==> src/rtl/pwr_seq_pkg.sv <==
package pwr_seq_pkg;
  typedef enum logic [3:0] {
    ST_OFF,
    ST_SWON,
    ST_ACKW,
    ST_RST,
    ST_RESTORE,
    ST_RSETTLE,
    ST_ON,
    ST_ISO,
    ST_SAVE,
    ST_SSETTLE,
    ST_ERR
  } pseq_state_e;
endpackage

==> src/rtl/pwr_seq_cnt.sv <==
module pwr_seq_cnt #(
  parameter int W = 16
) (
  input  logic         clk_i,
  input  logic         rst_ni,
  input  logic         load_i,
  input  logic [W-1:0] val_i,
  output logic         zero_o
);
  logic [W-1:0] cnt_q;

  always_ff @(posedge clk_i or negedge rst_ni) begin
    if (!rst_ni)            cnt_q <= '0;
    else if (load_i)        cnt_q <= val_i;
    else if (cnt_q != '0)   cnt_q <= cnt_q - 1'b1;
  end

  assign zero_o = (cnt_q == '0);
endmodule

==> src/rtl/pwr_seq_chain.sv <==
module pwr_seq_chain #(
  parameter int NSEG = 4
) (
  input  logic            clk_i,
  input  logic            rst_ni,
  input  logic            clr_i,
  input  logic            start_i,
  input  logic            step_i,
  output logic [NSEG-1:0] seg_o,
  output logic            last_o
);
  logic [NSEG-1:0] seg_q;

  always_ff @(posedge clk_i or negedge rst_ni) begin
    if (!rst_ni)       seg_q <= '0;
    else if (clr_i)    seg_q <= '0;
    else if (start_i)  seg_q <= NSEG'(1);
    else if (step_i)   seg_q <= {seg_q[NSEG-2:0], 1'b1};
  end

  assign seg_o  = seg_q;
  assign last_o = seg_q[NSEG-2];  // next step fills the string


  seg_step_chk: assert property (@(posedge clk_i) disable iff (!rst_ni)
    ((seg_q != $past(seg_q)) && (seg_q != '0))
      |-> ($countones(seg_q) == $countones($past(seg_q)) + 1));
endmodule

==> src/rtl/pwr_seq_ctrl.sv <==
module pwr_seq_ctrl
  import pwr_seq_pkg::*;
#(
  parameter int NSEG      = 4,
  parameter int PULSE_CYC = 2,
  parameter int RST_CYC   = 4,
  parameter int TO_W      = 16
) (
  input  logic            clk_i,
  input  logic            rst_ni,
  input  logic            sleep_req_i,
  input  logic            wake_req_i,
  input  logic            sw_ack_i,
  input  logic [7:0]      seg_gap_i,
  input  logic [TO_W-1:0] ack_timeout_i,
  output logic            iso_en_o,
  output logic            save_o,
  output logic            restore_o,
  output logic [NSEG-1:0] sw_en_o,
  output logic            nret_rst_o,
  output logic            ready_o,
  output logic            busy_o,
  output logic            err_o
);
  localparam int CW = (TO_W > 8) ? TO_W : 8;

  pseq_state_e state_q, state_d;
  logic pend_sleep_q, pend_sleep_d, pend_wake_q, pend_wake_d;
  logic cnt_load, cnt_zero;
  logic [CW-1:0] cnt_val, gap_ld, to_ld;
  logic ch_clr, ch_start, ch_step, ch_last;
  logic waking, shutting;

  assign gap_ld = (seg_gap_i == '0) ? '0 : CW'(seg_gap_i) - 1'b1;
  assign to_ld  = (ack_timeout_i == '0) ? '0 : CW'(ack_timeout_i) - 1'b1;

  pwr_seq_cnt #(.W(CW)) u_cnt (
    .clk_i  (clk_i),
    .rst_ni (rst_ni),
    .load_i (cnt_load),
    .val_i  (cnt_val),
    .zero_o (cnt_zero)
  );

  pwr_seq_chain #(.NSEG(NSEG)) u_chain (
    .clk_i   (clk_i),
    .rst_ni  (rst_ni),
    .clr_i   (ch_clr),
    .start_i (ch_start),
    .step_i  (ch_step),
    .seg_o   (sw_en_o),
    .last_o  (ch_last)
  );

  assign waking   = state_q inside {ST_SWON, ST_ACKW, ST_RST, ST_RESTORE, ST_RSETTLE};
  assign shutting = state_q inside {ST_ISO, ST_SAVE, ST_SSETTLE};

  always_comb begin
    state_d  = state_q;
    cnt_load = 1'b0;
    cnt_val  = '0;
    ch_clr   = 1'b0;
    ch_start = 1'b0;
    ch_step  = 1'b0;
    unique case (state_q)
      ST_OFF: if (wake_req_i || pend_wake_q) begin
        state_d  = ST_SWON;
        ch_start = 1'b1;
        cnt_load = 1'b1;
        cnt_val  = gap_ld;
      end
      ST_SWON: if (cnt_zero) begin
        ch_step  = 1'b1;
        cnt_load = 1'b1;
        if (ch_last) begin
          state_d = ST_ACKW;
          cnt_val = to_ld;
        end else begin
          cnt_val = gap_ld;
        end
      end
      ST_ACKW: begin
        if (sw_ack_i) begin
          state_d  = ST_RST;
          cnt_load = 1'b1;
          cnt_val  = CW'(RST_CYC - 1);
        end else if (cnt_zero) begin
          state_d = ST_ERR;
          ch_clr  = 1'b1;
        end
      end
      ST_RST: if (cnt_zero) begin
        state_d  = ST_RESTORE;
        cnt_load = 1'b1;
        cnt_val  = CW'(PULSE_CYC - 1);
      end
      ST_RESTORE: if (cnt_zero) state_d = ST_RSETTLE;
      ST_RSETTLE: state_d = ST_ON;
      ST_ON: if (sleep_req_i || pend_sleep_q) state_d = ST_ISO;
      ST_ISO: begin
        state_d  = ST_SAVE;
        cnt_load = 1'b1;
        cnt_val  = CW'(PULSE_CYC - 1);
      end
      ST_SAVE: if (cnt_zero) state_d = ST_SSETTLE;
      ST_SSETTLE: begin
        state_d = ST_OFF;
        ch_clr  = 1'b1;
      end
      ST_ERR: state_d = ST_ERR;
      default: state_d = ST_OFF;
    endcase
  end

  always_comb begin
    pend_sleep_d = pend_sleep_q;
    pend_wake_d  = pend_wake_q;
    if (waking && sleep_req_i)                  pend_sleep_d = 1'b1;
    if (state_q == ST_ON || state_q == ST_ERR)  pend_sleep_d = 1'b0;
    if (shutting && wake_req_i)                 pend_wake_d  = 1'b1;
    if (state_q == ST_OFF || state_q == ST_ERR) pend_wake_d  = 1'b0;
  end

  always_ff @(posedge clk_i or negedge rst_ni) begin
    if (!rst_ni) begin
      state_q      <= ST_OFF;
      pend_sleep_q <= 1'b0;
      pend_wake_q  <= 1'b0;
    end else begin
      state_q      <= state_d;
      pend_sleep_q <= pend_sleep_d;
      pend_wake_q  <= pend_wake_d;
    end
  end

  assign iso_en_o   = (state_q != ST_ON);
  assign save_o     = (state_q == ST_SAVE);
  assign restore_o  = (state_q == ST_RESTORE);
  assign nret_rst_o = state_q inside {ST_OFF, ST_SWON, ST_ACKW, ST_RST, ST_ERR};
  assign ready_o    = (state_q == ST_ON);
  assign err_o      = (state_q == ST_ERR);
  assign busy_o     = waking || shutting;


  iso_before_open_chk: assert property (@(posedge clk_i) disable iff (!rst_ni)
    ($countones(sw_en_o) < $countones($past(sw_en_o))) |-> ($past(iso_en_o) && iso_en_o));


  iso_before_close_chk: assert property (@(posedge clk_i) disable iff (!rst_ni)
    ((|sw_en_o) && !(|$past(sw_en_o))) |-> (iso_en_o && $past(iso_en_o)));


  save_guard_chk: assert property (@(posedge clk_i) disable iff (!rst_ni)
    save_o |-> (iso_en_o && (&sw_en_o)));


  restore_guard_chk: assert property (@(posedge clk_i) disable iff (!rst_ni)
    restore_o |-> (iso_en_o && (&sw_en_o) && !nret_rst_o));


  ready_power_chk: assert property (@(posedge clk_i) disable iff (!rst_ni)
    ready_o |-> ((&sw_en_o) && !nret_rst_o && !save_o && !restore_o));


  err_sticky_chk: assert property (@(posedge clk_i) disable iff (!rst_ni)
    $past(err_o) |-> (err_o && iso_en_o && (sw_en_o == '0) && nret_rst_o));
endmodule

==> config.mk <==
export PLATFORM = sky130hd
export DESIGN_NAME = pwr_seq_ctrl
export DESIGN_NICKNAME = d
export VERILOG_FILES = /design/src/rtl/pwr_seq_pkg.sv /design/src/rtl/pwr_seq_cnt.sv /design/src/rtl/pwr_seq_chain.sv /design/src/rtl/pwr_seq_ctrl.sv
export SDC_FILE = /design/constraint.sdc
export NUM_CORES = 1
export LEC_CHECK = 0
export BUFFER_PORTS_ARGS = -buffer_cell sky130_fd_sc_hd__buf_2
export CAP_MARGIN = 20
export CORE_MARGIN = 3
export CORE_UTILIZATION = 51
export CTS_CLUSTER_DIAMETER = 60
export DETAILED_ROUTE_END_ITERATION = 10
export PLACE_DENSITY = 0.77
export REMOVE_ABC_BUFFERS = 1
export SLEW_MARGIN = 20
export SYNTH_ARGS = -nofsm -noshare
export SYNTH_HDL_FRONTEND = slang
export SYNTH_SLANG_ARGS = --single-unit
export TNS_END_PERCENT = 1
==> constraint.sdc <==
create_clock -name clk_i -period 2.1 [get_ports clk_i]
set_input_delay 0.105 -clock clk_i [delete_from_list [all_inputs] [get_ports clk_i]]
set_output_delay 0.105 -clock clk_i [all_outputs]
set_load 0.03 [all_outputs]
=== Yosys cells after proc, flatten, opt, wreduce, memory -nomap -nowiden ===
Cells that the tools add are included.

* $add $sub $neg: 3
* $mul: 0
* Divide/modulo/power cells: 0
* Order comparisons: 0
* Equal/unequal tests: 19
* Shift operators: 0
* Muxes and demuxes: 35
* Bitwise logic cells: 0
* Reductions and logical operators: 21

{| class="wikitable"
|+ Operators by type and width
! operator !! number
|-
| 16-bit 2-to-1 mux || 7
|-
| 16-bit one-hot mux with 5 select lines || 1
|-
| 4-bit 2-to-1 mux || 12
|-
| 4-bit one-hot mux with 10 select lines || 1
|-
| 16-bit logical NOT || 2
|-
| 16-bit by 1-bit subtractor with 16-bit output, second input constant || 2
|-
| 4-bit by 3-bit equality test with 1-bit output, second input constant || 4
|-
| 16-bit nonzero test || 1
|-
| 4-bit equality test, second input constant || 3
|-
| 1-bit 2-to-1 mux || 11
|-
| 5-bit nonzero test || 2
|-
| 8-bit by 1-bit subtractor with 9-bit output, second input constant || 1
|-
| 4-bit by 2-bit equality test with 1-bit output, second input constant || 2
|-
| 8-bit logical NOT || 1
|-
| 2-bit by 1-bit != test with 1-bit output, second input constant || 4
|-
| 8-bit AND reduction || 1
|-
| 2-bit != test, second input constant || 3
|-
| 2-bit nonzero test || 3
|-
| 3-bit nonzero test || 2
|-
| 1-bit logical OR || 5
|-
| 4-bit by 1-bit equality test with 1-bit output, second input constant || 1
|-
| 4-bit logical NOT || 1
|-
| 4-bit by 3-bit != test with 1-bit output, second input constant || 1
|-
| 1-bit one-hot mux with 4 select lines || 1
|-
| other kinds (5) || 6
|}

* Flip-flop bits (word level): 26
* Latch bits: 0
* RAM bits: 0
* Memory bits (read-only): 0
* Bits of input ports: 29
* Output and inout bits: 11
* Logic and storage cells: 83
* Memories: 0

=== Depth between registers and ports, before layout ===
Gate-level depths: netlist (run 1).

* Depth after elaboration: 6
* Depth in mapped cells: 8
* Depth with buffers taken out: 7

=== Modules after synthesis ===
Synthesis (run 1) repeated with hierarchy kept, for this count alone.

* Cells, all modules: 287
* Area total of the unflattened synthesis: 2,332.2 µm²

{| class="wikitable"
|+ By module, submodules not included
! module !! times used !! cells an instance !! area an instance (µm²)
|-
| pwr_seq_ctrl || 1 || 170 || 1,164.9
|-
| pwr_seq_cnt || 1 || 104 || 1,006.0
|-
| pwr_seq_chain || 1 || 13 || 161.4
|}

=== Worst setup path after synthesis (run 1) ===
No wires, ideal clock.

* Path type: register to output
* Start: register state_q[2]
* End: output nret_rst_o
* Data arrival time: 2.043 ns
* Slack: -0.048 ns
* Stages on the path, launching flop included: 7
* Path buffers: 2
* Cells stage by stage: dfrtp_1 > buf_2 > buf_1 > inv_1 > nand2_1 > nor3b_1 > nand2b_1

* Word-level cells in the longest chain between the ends: 2
* Elaborated cells between the ends (all ways): 6

{| class="wikitable"
|+ Ends and longest elaborated chain
! item !! line !! RTL
|-
| start, declared || pwr_seq_ctrl.sv:27 || <nowiki>pseq_state_e state_q, state_d;</nowiki>
|-
| start signal, assigned || pwr_seq_ctrl.sv:130 || <nowiki>state_q <= state_d;</nowiki>
|-
| 4-bit equality test || n/a ||
|-
| named net err_o || pwr_seq_ctrl.sv:23 || <nowiki>output logic err_o</nowiki>
|-
| 5-bit nonzero test || pwr_seq_ctrl.sv:139 || <nowiki>assign nret_rst_o = state_q inside {ST_OFF, ST_SWON, ST_ACKW, ST_RST, ST_ERR};</nowiki>
|-
| end, declared || pwr_seq_ctrl.sv:20 || <nowiki>output logic nret_rst_o,</nowiki>
|}

The timed path passes the listed nets, and every way through them passes these cells.

=== Final worst setup path (run 1) ===
* Start: register u_cnt.cnt_q[1]
* End: register state_q[0]

* Word-level cells in the longest chain between the ends: 3
* Elaborated cells between the ends (all ways): 7

{| class="wikitable"
|+ Ends and longest elaborated chain
! item !! line !! RTL
|-
| start, declared || pwr_seq_cnt.sv:10 || <nowiki>logic [W-1:0] cnt_q;</nowiki>
|-
| start signal, assigned || pwr_seq_cnt.sv:14 || <nowiki>else if (load_i) cnt_q <= val_i;</nowiki>
|-
| start signal, assigned || pwr_seq_cnt.sv:15 || <nowiki>else if (cnt_q != '0) cnt_q <= cnt_q - 1'b1;</nowiki>
|-
| 16-bit logical NOT (*) || pwr_seq_cnt.sv:18 || <nowiki>assign zero_o = (cnt_q == '0);</nowiki>
|-
| 3-bit != test (no source line), or another cell as far along || n/a ||
|-
| 8-bit AND reduction (no source line) (*) || n/a ||
|}

Every way passes the cells marked *; elsewhere a longest branch is shown, timed or not.
A chain may end at the register's enable or synchronous reset.

==> results of run 1 <==
[report_power, final]
group | switching (W) | internal, W | leakage (nW)
clock | 0.000168 | 0.000168 | 0.0288
sequential | 0.000347 | 0.000703 | 0.330
combinational | 0.00128 | 0.00102 | 0.823
[logic make-up after synthesis]
group	count (synthesis)	share of synthesized area, %
simple gates	120	31.1
compound gates	86	24.2
flops	26	28.2
xor+xnor	23	8.73
buf+inv	23	4.28
fa+ha+maj	4	2.17
mux	3	1.36
[per-stage QoR]
stage	area, µm²	hold WS (ns)	utilization [%]	total power (W)
after CTS	2760	0.111	66.2	0.00349
after global placement	2700	0.145	64.6	0.00309
after floorplan	2250	-0.191	-	0.00241
final	2850	0.108	68.3	0.00369
after detailed placement	2700	0.144	64.6	0.00315
after global routing	2850	0.112	68.3	0.00394
[cell usage after synthesis, types with 3 or more instances]
master | number | area, µm²
a21oi_1 | 26 | 130
dfrtp_1 | 26 | 651
nor2_1 | 22 | 82.6
xnor2_1 | 20 | 175
o21ai_0 | 19 | 95.1
nand2_1 | 17 | 63.8
nor3_1 | 16 | 80.1
nor4_1 | 12 | 75.1
inv_1 | 11 | 41.3
nand2b_1 | 6 | 37.5
nand3_1 | 6 | 30.0
nor2b_1 | 5 | 31.3
o31ai_1 | 5 | 37.5
or3_1 | 5 | 31.3
a22oi_1 | 4 | 30.0
buf_2 | 4 | 20.0
clkbuf_1 | 4 | 15.0
ha_1 | 4 | 50.1
nand4_1 | 4 | 25.0
o22ai_1 | 4 | 25.0
o31a_1 | 3 | 26.3
xor2_1 | 3 | 26.3
[flip-flops by register name (all words and copies together), names as in the netlist]
signal	flops
state_q	4
u_cnt.cnt_q	16
pend_wake_q	1
u_chain.seg_o	4
pend_sleep_q	1
[repair_timing]
| item | CTS | global route |
|---|---|---|
| pin swaps | 1 | 9 |
| hold endpoints to repair | 26 | 0 |
| buffers inserted | 0 | 3 |
| cloned | 0 | 0 |
| setup endpoints to repair | 1 | 21 |
| hold buffers | 1 | 0 |
| gates resized for setup | 0 | 20 |
[worst max-delay path, delay by kind of cell, from the launching register on]
kind            cells  cell delay, ns
fa+ha+maj           1            0.14
simple gates        3            0.93
compound gates      1            0.06
flops               1            0.44
mux                 1            0.31
buf+inv             1            0.08
[cell usage in the layout, fill, tap and decap left out, types with 6 or more instances in the layout]
master and n:
buf_2 39, a21oi_1 26, dfrtp_1 25, buf_4 24
nor2_1 21, xnor2_1 20, o21ai_0 18, nand2_1 17
nor3_1 16, nor4_1 10, inv_1 9, nand2b_1 6
nand3_1 6
[per-layer routing]
| metal | global-route usage (%) | vias to the layer above | wire (µm) |
|---|---|---|---|
| li1 | - | 1194 | - |
| met1 | 33.5 | 1212 | 2860 |
| met2 | 42.4 | 93 | 3430 |
| met3 | 3.69 | 16 | 363 |
| met4 | 9.02 | 0 | 166 |
| met5 | 0 | - | 0 |
[worst paths after layout]
kind	cells past startpoint	startpoint	to	slack (ns)
setup / recovery	7	u_cnt.cnt_q[1]	state_q[0]	0.02
hold reg to reg	2	u_chain.seg_o[3]	u_chain.seg_o[3]	0.52
setup reg to reg	7	u_cnt.cnt_q[1]	state_q[0]	0.02
max in group asynchronous	2	rst_ni	state_q[2]	1.31
hold / removal	2	wake_req_i	pend_wake_q	0.11
min in group asynchronous	2	rst_ni	u_cnt.cnt_q[14]	0.35
[layout make-up]
cell class,count,area (µm²),area share [%]
multi-input combinational,236,1610,56.5
sequential,26,652,22.9
tap,50,62.6,2.19
inverter,11,41.3,1.45
timing repair buffer,68,430,15.1
clock buffer,4,55.1,1.93
==> run_results.csv, run 1 <==
group,metric,value,unit
place,dp.cells,387,
place,place_ws,0.0296,ns
cts,cts_tree,"yes",
status,status,"completed",
synthesis,synth_cell_types,67,
synthesis,ys.flop_type,"dfrtp_1",
finish,nets,379,
cts,cts_sinks,26,
routing,drc,0,
synthesis,ys_warn_count,0,
synthesis,synth-edff-count,0,
sta,worst_pin_slew,0.595,ns
sta,setup_slack,0.0211,ns
critical_path,crit_path_end_kind,"flip-flop",
finish,syn_to_final_growth,23.5,%
cts,clkLatencyLatePin,0.28,ns
critical_path,path_cells,"inv_2 > ha_1 > nor4b_4 > and4_4 > a21oi_1 > or2_4 > mux2_1",
flow_run,maxCapViolations,0,
grt,track_usage,25.5,%
routing,via_count,2515,
floorplanning,start_util,55.3,%
grt,grt_pass1_vias,2310,
routing,vias_per_cell,6.37,
grt,antenna_found_initial,0,
sta,finalSetupViolCount,0,
synthesis,async_flop_share,100,%
floorplanning,io_pins,40,
place,dpl.hpwl,5.22,mm
critical_path,path_max_fanout,4,
cts,numCtsBuffers,3,
critical_path,slowest_stage,"dfrtp_1",
sta,period_minus_slack,2.08,ns
routing,dr.pass1.iters,4,
cts,clock_path_buffers,2,
floorplanning,die_x,73.3,µm
synthesis,seq_area_frac_synth,28.2,%
worst_hold_path,hp-class,"primary input to flip-flop",
power_and_ir_drop,p_leak,1.18,nW
sta,hold_viol,0,
sta,tns,0,ns
critical_path,critPathMaxStageDelay,0.44,ns
floorplanning,core,4170,µm²
synthesis,syn-cell-area,2310,µm²
finish,fillers,367,
routing,drt-total-wl,6.82,mm
critical_path,worstPathRequired,2.26,ns
routing,ant_nets,0,
sta,rsz0062_at_grt,"yes",
place,portBuffers,39,
cts,clk_pin_slew_worst_paths,0.10,ns
floorplanning,die-height,73.3,µm
place,gp_congestion,0.899,
critical_path,start_kind,"flip-flop",
sta,timing.slew.headroom,60.3,%
floorplanning,rows,23,
routing,drt_iter0_drc,186,
critical_path,critPathKind,"flip-flop to flip-flop",
sta,timing.final.crit_share,99.0,%
sta,fmax,481,MHz
sta,finalClockSkew,0.0113,ns
synthesis,synthCells,285,
cts,root_buffer,"clkbuf_8",
grt,grt_pass1_wl,10.9,mm
synthesis,synth_seq_cells,26,
grt,overflow,0,
grt,grt_max_degree,27,
routing,wl_per_cell,17.3,µm
power_and_ir_drop,powerDensity,1290,nW/µm²
finish,stdcell_count,395,
finish,drive_above_1_share,27.5,%
synthesis,avgSynthCellArea,8.10,µm²
sta,drv_slew,0,
power_and_ir_drop,vdd_drop_max,0.941,mV
critical_path,cp.arrival,2.24,ns
finish,antenna_cells,0,
floorplanning,die_area,5370,µm²
cts,cts_max_level,1,
(Power assumes the default switching activity.)
==> run 2: changes to the inputs <==
Settings changed: ABC_AREA set to 1, CORE_UTILIZATION 51 to 52, SLEW_MARGIN 20 to 40.
==> run_results.csv, run 2 <==
group,metric,value,unit
synthesis,async_flop_share,100,%
power_and_ir_drop,p_leak,1.51,nW
sta,timing.final.crit_share,92.7,%
floorplanning,die_x,77.4,µm
grt,grt_max_degree,27,
synthesis,synth.most_common_cell,"nand2_1",
critical_path,cp_top_family,"flip-flops",
sta,drv_slew,0,
place,portBuffers,39,
critical_path,path_cells,"nor2_2 > inv_2 > nor2_2 > a21oi_1 > nand2_1 > or2_2 > buf_2",
synthesis,synth_top_cell_area_share,24.5,%
routing,wl_met1,3.19,mm
routing,vias_per_cell,5.28,
routing,wl_met2,2.96,mm
routing,drc,0,
cts,cts_tree,"yes",
routing,dr_wl_met3,533,µm
sta,timing.slew.headroom,60.2,%
critical_path,worstPathRequired,2.00,ns
critical_path,cp_num_buf_inv,2,
finish,fillers,449,
finish,antenna_cells,0,
sta,worst_pin_slew,0.596,ns
sta,hold_viol,0,
finish,final_common_cell,"nand2_1",
critical_path,critPathKind,"flip-flop to primary output",
cts,clk_pin_slew_worst_paths,0.10,ns
synthesis,seq_area_frac_synth,24.5,%
routing,wl_per_cell,12.6,µm
grt,track_usage,23.7,%
sta,period_minus_slack,1.95,ns
routing,ant_nets,0,
power_and_ir_drop,powerDensity,1040,nW/µm²
critical_path,critPathMaxStageDelay,0.58,ns
status,status,"completed",
sta,fmax,513,MHz
critical_path,start_kind,"flip-flop",
floorplanning,start_util,55.1,%
finish,regMostFlops,"u_cnt.cnt_q",
grt,overflow,0,
finish,nets,506,
synthesis,synth_top_area_cell,"dfrtp_1",
finish,syn_to_final_growth,12.8,%
sta,rsz0062_at_grt,"no",
place,gp_congestion,0.987,
critical_path,slowest_stage,"dfrtp_1",
finish,final_cell_mix,"nand2_1 (117), nor2_1 (60), inv_1 (44)",
synthesis,synth_cell_types,36,
synthesis,synthTopCellsByCount,"nand2_1 (117), nor2_1 (60), inv_1 (44)",
finish,largest_reg_flops,16,
routing,dr.pass1.iters,5,
synthesis,synth_seq_cells,26,
cts,clkLatencyLatePin,0.28,ns
critical_path,cp.arrival,1.84,ns
synthesis,synthCells,431,
power_and_ir_drop,power,0.00312,W
synthesis,ys_warn_count,0,
critical_path,cpMostUsedCell,"nor2_2",
floorplanning,io_pins,40,
cts,root_buffer,"clkbuf_8",
cts,cts_sinks,26,
grt,antenna_found_initial,0,
critical_path,path_max_fanout,8,
synthesis,synth.area.top_cells,"dfrtp_1 (25%), nand2_1 (17%), nor2_1 (8.5%)",
routing,drt_iter0_drc,236,
cts,clock_path_buffers,2,
cts,numCtsBuffers,3,
worst_hold_path,hp-class,"primary input to flip-flop",
finish,drive_above_1_share,17.4,%
sta,finalSetupViolCount,0,
synthesis,synth-edff-count,0,
cts,cts-resized-gates,0,
cts,cts_max_level,1,
routing,top_layer,"met4",
synthesis,avgSynthCellArea,6.16,µm²
synthesis,ys.flop_type,"dfrtp_1",
synthesis,syn-cell-area,2650,µm²
critical_path,crit_path_end_kind,"primary output",
sta,finalClockSkew,0.00605,ns
floorplanning,rows,25,
routing,drt-total-wl,6.81,mm
floorplanning,die-height,77.4,µm
place,dpl.hpwl,5.54,mm
flow_run,maxCapViolations,0,
sta,tns,0,ns
power_and_ir_drop,vdd_drop_max,0.422,mV
cts,cts_setup_buffers,0,
grt,grt_pass1_vias,2571,
floorplanning,core,4820,µm²
routing,via_count,2846,
floorplanning,die_area,6000,µm²
grt,grt_pass1_wl,11.8,mm
## run 2: where the power goes
group          internal (W)  leakage (nW)  switching, W
logic              0.000640          1.15       0.00116
clock network      0.000255        0.0357      0.000173
registers          0.000666         0.332      0.000224
total               0.00156          1.51       0.00156
## run 2: worst min-delay path: stages
cell and delay (ns):
buf_2 0.09, a21oi_1 0.06, nor3_1 0.12
## run 2: worst paths after layout
kind	startpoint	to	slack (ns)	depth (start not counted)
min in group asynchronous	rst_ni	u_cnt.cnt_q[6]	0.36	2
worst max register to register	u_cnt.cnt_q[0]	u_cnt.cnt_q[6]	0.18	10
worst max-delay path	state_q[1]	busy_o	0.15	7
worst min-delay path	sleep_req_i	pend_sleep_q	0.15	3
max in group asynchronous	rst_ni	u_cnt.cnt_q[11]	1.35	2
worst min register to register	u_cnt.cnt_q[1]	u_cnt.cnt_q[1]	0.52	2
## run 2: cells by family (layout without fill, tap and decap cells)
family | count (synthesis) | after routing | synth area share, %
AO/OA/AOI/OAI | 49 | 49 | 9.81
XOR/XNOR | 19 | 19 | 6.27
adder cells (fa/ha/maj) | 4 | 4 | 1.89
buffers and inverters | 63 | 104 | 10.3
flip-flops | 26 | 26 | 24.5
AND/OR/NAND/NOR | 270 | 270 | 47.2
## run 2: cell type report
class,instances,area (µm²),share of cell area (%)
repair buffers,44,248,8.28
flip-flops and latches,26,651,21.7
inverters,56,210,7.02
multi-input cells,342,1730,57.8
well taps,67,83.8,2.80
clock inverters,1,30.0,1.00
clock buffers,3,41.3,1.38
## run 2: timing repair
action	in CTS	in global routing
endpoints found under the hold margin	26	0
setup endpoints to repair	0	0
hold buffers	1	0
## run 2: through the flow
step	instance area (µm²)	setup WS, ns	hold WS [ns]	util [%]	instances
global route	2990	0.00341	0.195	62.1	539
global placement	2910	0.326	0.145	60.4	534
finish	2990	0.152	0.146	62.1	539
detailed placement	2910	0.233	0.145	60.4	534
floorplan	2590	0.249	-0.191	-	424
CTS	2990	0.147	0.148	62.1	539
## run 2: per-layer routing
metal  GRT usage (%)  vias up
li1                -     1460
met1            35.7     1259
met2            35.3      114
met3            2.78       13
met4            7.12        0
met5               0        -
==> run 3: changes to the inputs <==
Settings changed: CORE_UTILIZATION 52 to 53, PLACE_DENSITY 0.77 to 0.78, SYNTH_HIERARCHICAL set to 1.
==> run_results.csv, run 3 <==
group,metric,value,unit
status,status,"finished, violations left",
status,violations,"negative setup slack",
cts,cts_max_level,1,
flow_run,maxCapViolations,0,
routing,dr.pass1.iters,5,
cts,cts_sinks,26,
finish,fillers,439,
place,portBuffers,39,
synthesis,seq_area_frac_synth,24.0,%
sta,worst_pin_slew,0.604,ns
finish,largest_reg_flops,16,
sta,drv_slew,0,
cts,cts_tree,"yes",
sta,setup_slack,-0.0131,ns
grt,grt_pass1_vias,2582,
grt,track_usage,22.6,%
grt,grt_pass1_wl,11.3,mm
cts,clk_pin_slew_worst_paths,0.09,ns
routing,via_count,2898,
worst_hold_path,hp-class,"primary input to flip-flop",
synthesis,synthCells,447,
power_and_ir_drop,powerDensity,1310,nW/µm²
grt,grt_max_degree,27,
place,dpl.hpwl,5.44,mm
synthesis,ys.flop_type,"dfrtp_1",
routing,vias_per_cell,5.03,
finish,area.sequential,651,µm²
cts,root_buffer,"clkbuf_8",
sta,period_minus_slack,2.11,ns
floorplanning,die-height,77.5,µm
sta,rsz0062_at_grt,"yes",
finish,nets,543,
grt,antenna_found_initial,0,
power_and_ir_drop,p_leak,1.81,nW
synthesis,ys_warn_count,6,
synthesis,async_flop_share,100,%
sta,finalSetupViolCount,1,
place,gp_congestion,0.926,
synthesis,synth_top_cell_area_share,24.0,%
critical_path,start_kind,"flip-flop",
cts,clock_path_buffers,2,
synthesis,synth_seq_cells,26,
synthesis,synth-edff-count,0,
finish,syn_to_final_growth,21.0,%
sta,tns,-0.0131,ns
cts,clkLatencyLatePin,0.27,ns
synthesis,synthTopCellsByCount,"nand2_1 (137), nor2_1 (79), inv_1 (57)",
synthesis,avgSynthCellArea,6.07,µm²
sta,fmax,473,MHz
finish,final_common_cell,"nand2_1",
finish,multiInputGateArea,1860,µm²
synthesis,synth_cell_types,33,
floorplanning,die_area,6010,µm²
synthesis,synth.most_common_cell,"nand2_1",
critical_path,crit_path_end_kind,"flip-flop",
power_and_ir_drop,vdd_drop_max,0.576,mV
finish,antenna_cells,0,
floorplanning,core,4850,µm²
sta,hold_viol,0,
critical_path,cp.arrival,2.32,ns
finish,final_cell_mix,"nand2_1 (137), nor2_1 (77), inv_1 (55)",
routing,drt_iter0_drc,182,
sta,finalClockSkew,0.00205,ns
floorplanning,start_util,55.9,%
grt,overflow,0,
floorplanning,die_x,77.5,µm
routing,drc,0,
cts,numCtsBuffers,3,
critical_path,worstPathRequired,2.31,ns
synthesis,synth_top_area_cell,"dfrtp_1",
critical_path,path_max_fanout,7,
routing,wl_per_cell,11.9,µm
synthesis,synth.area.top_cells,"dfrtp_1 (24%), nand2_1 (19%), nor2_1 (11%)",
finish,regMostFlops,"u_cnt/cnt_q",
finish,drive_above_1_share,23.0,%
sta,timing.final.crit_share,101,%
floorplanning,io_pins,40,
routing,drt-total-wl,6.83,mm
sta,timing.slew.headroom,59.8,%
routing,ant_nets,0,
critical_path,critPathKind,"flip-flop to flip-flop",
synthesis,syn-cell-area,2710,µm²
sta,holdWs,0.236,ns
floorplanning,rows,25,
run 3: changes by cell type in the layout (fill, tap and decap cells not counted), sizes merged, moves of 8 or more:
cell	change
a21oi	-23
buf	+21
nand2	+19
nand3	+10
nor3	-10
nor2	+22
inv	+8
run 3: final cells by class:
type | instances | share of cell area [%]
clock buffers | 4 | 1.68
inverters | 60 | 6.94
multi-input cells | 354 | 56.5
flip-flops and latches | 26 | 19.8
well taps | 67 | 2.55
repair buffers | 65 | 12.5
run 3: logic make-up after synthesis:
kind of cell               Yosys count  synth area share, %
xor gates and xnor gates            14                 4.52
adders and majority gates            4                 1.85
AOI/OAI and AO/OA                   30                 6.97
buffers and inverters               67                 10.6
and+or+nand+nor                    306                 52.1
DFF                                 26                 24.0
run 3: critical path, stage by stage, from the launching register on:
cell	delay, ns
dfrtp_1	0.40
inv_2	0.09
ha_4	0.15
nand2_4	0.06
nor2_4	0.10
nand3_2	0.10
nor3_2	0.12
buf_4	0.18
nand3_4	0.09
o21ai_4	0.27
nand3_1	0.14
nand2_1	0.10
nand2_1	0.05
inv_1	0.08
o21bai_2	0.11
run 3: per-layer routing:
layer / share of wire (%) / global-route usage (%)
met1: 50 / 33.3
met2: 45 / 36.2
met3: 4.3 / 1.97
met4: 0.56 / 4.27
met5: 0 / 0
run 3: path summary, 6_finish.rpt:
check | start | endpoint | slack (ns) | cells after the start
max in group asynchronous | rst_ni | u_cnt/cnt_q[0] | 1.34 | 2
setup / recovery | u_cnt/cnt_q[0] | u_cnt/cnt_q[7] | -0.01 | 14
hold reg to reg | pend_sleep_q | pend_sleep_q | 0.50 | 1
hold / removal | wake_req_i | pend_wake_q | 0.24 | 5
setup reg to reg | u_cnt/cnt_q[0] | u_cnt/cnt_q[7] | -0.01 | 14
min in group asynchronous | rst_ni | u_cnt/cnt_q[9] | 0.37 | 2
run 3: report_power, final:
group | leakage (nW) | total (W) | switching, W | internal, W
logic | 1.45 | 0.00301 | 0.00190 | 0.00111
registers | 0.336 | 0.000952 | 0.000236 | 0.000716
clock network | 0.0288 | 0.000330 | 0.000162 | 0.000168
total | 1.81 | 0.00429 | 0.00230 | 0.00199
run 3: per-stage QoR:
stage	setup WS, ns	cell area (µm²)	total power, W	util (%)	std cells
floorplan	-0.791	2650	0.00293	-	440
global route	-0.173	3280	0.00467	67.7	576
CTS	0.0151	3200	0.00413	66.0	573
detailed placement	-0.00885	3070	0.00369	63.4	563
finish	-0.0131	3280	0.00429	67.7	576
global placement	0.0537	3070	0.00366	63.4	563
run 3: repair_timing:
| action | in CTS | in global routing |
|---|---|---|
| setup endpoints to repair | 3 | 23 |
| pin swaps | 3 | 10 |
| resized for setup | 7 | 13 |
| setup buffers | 5 | 3 |
| hold buffers | 1 | 0 |
| endpoints found under the hold margin | 26 | 0 |
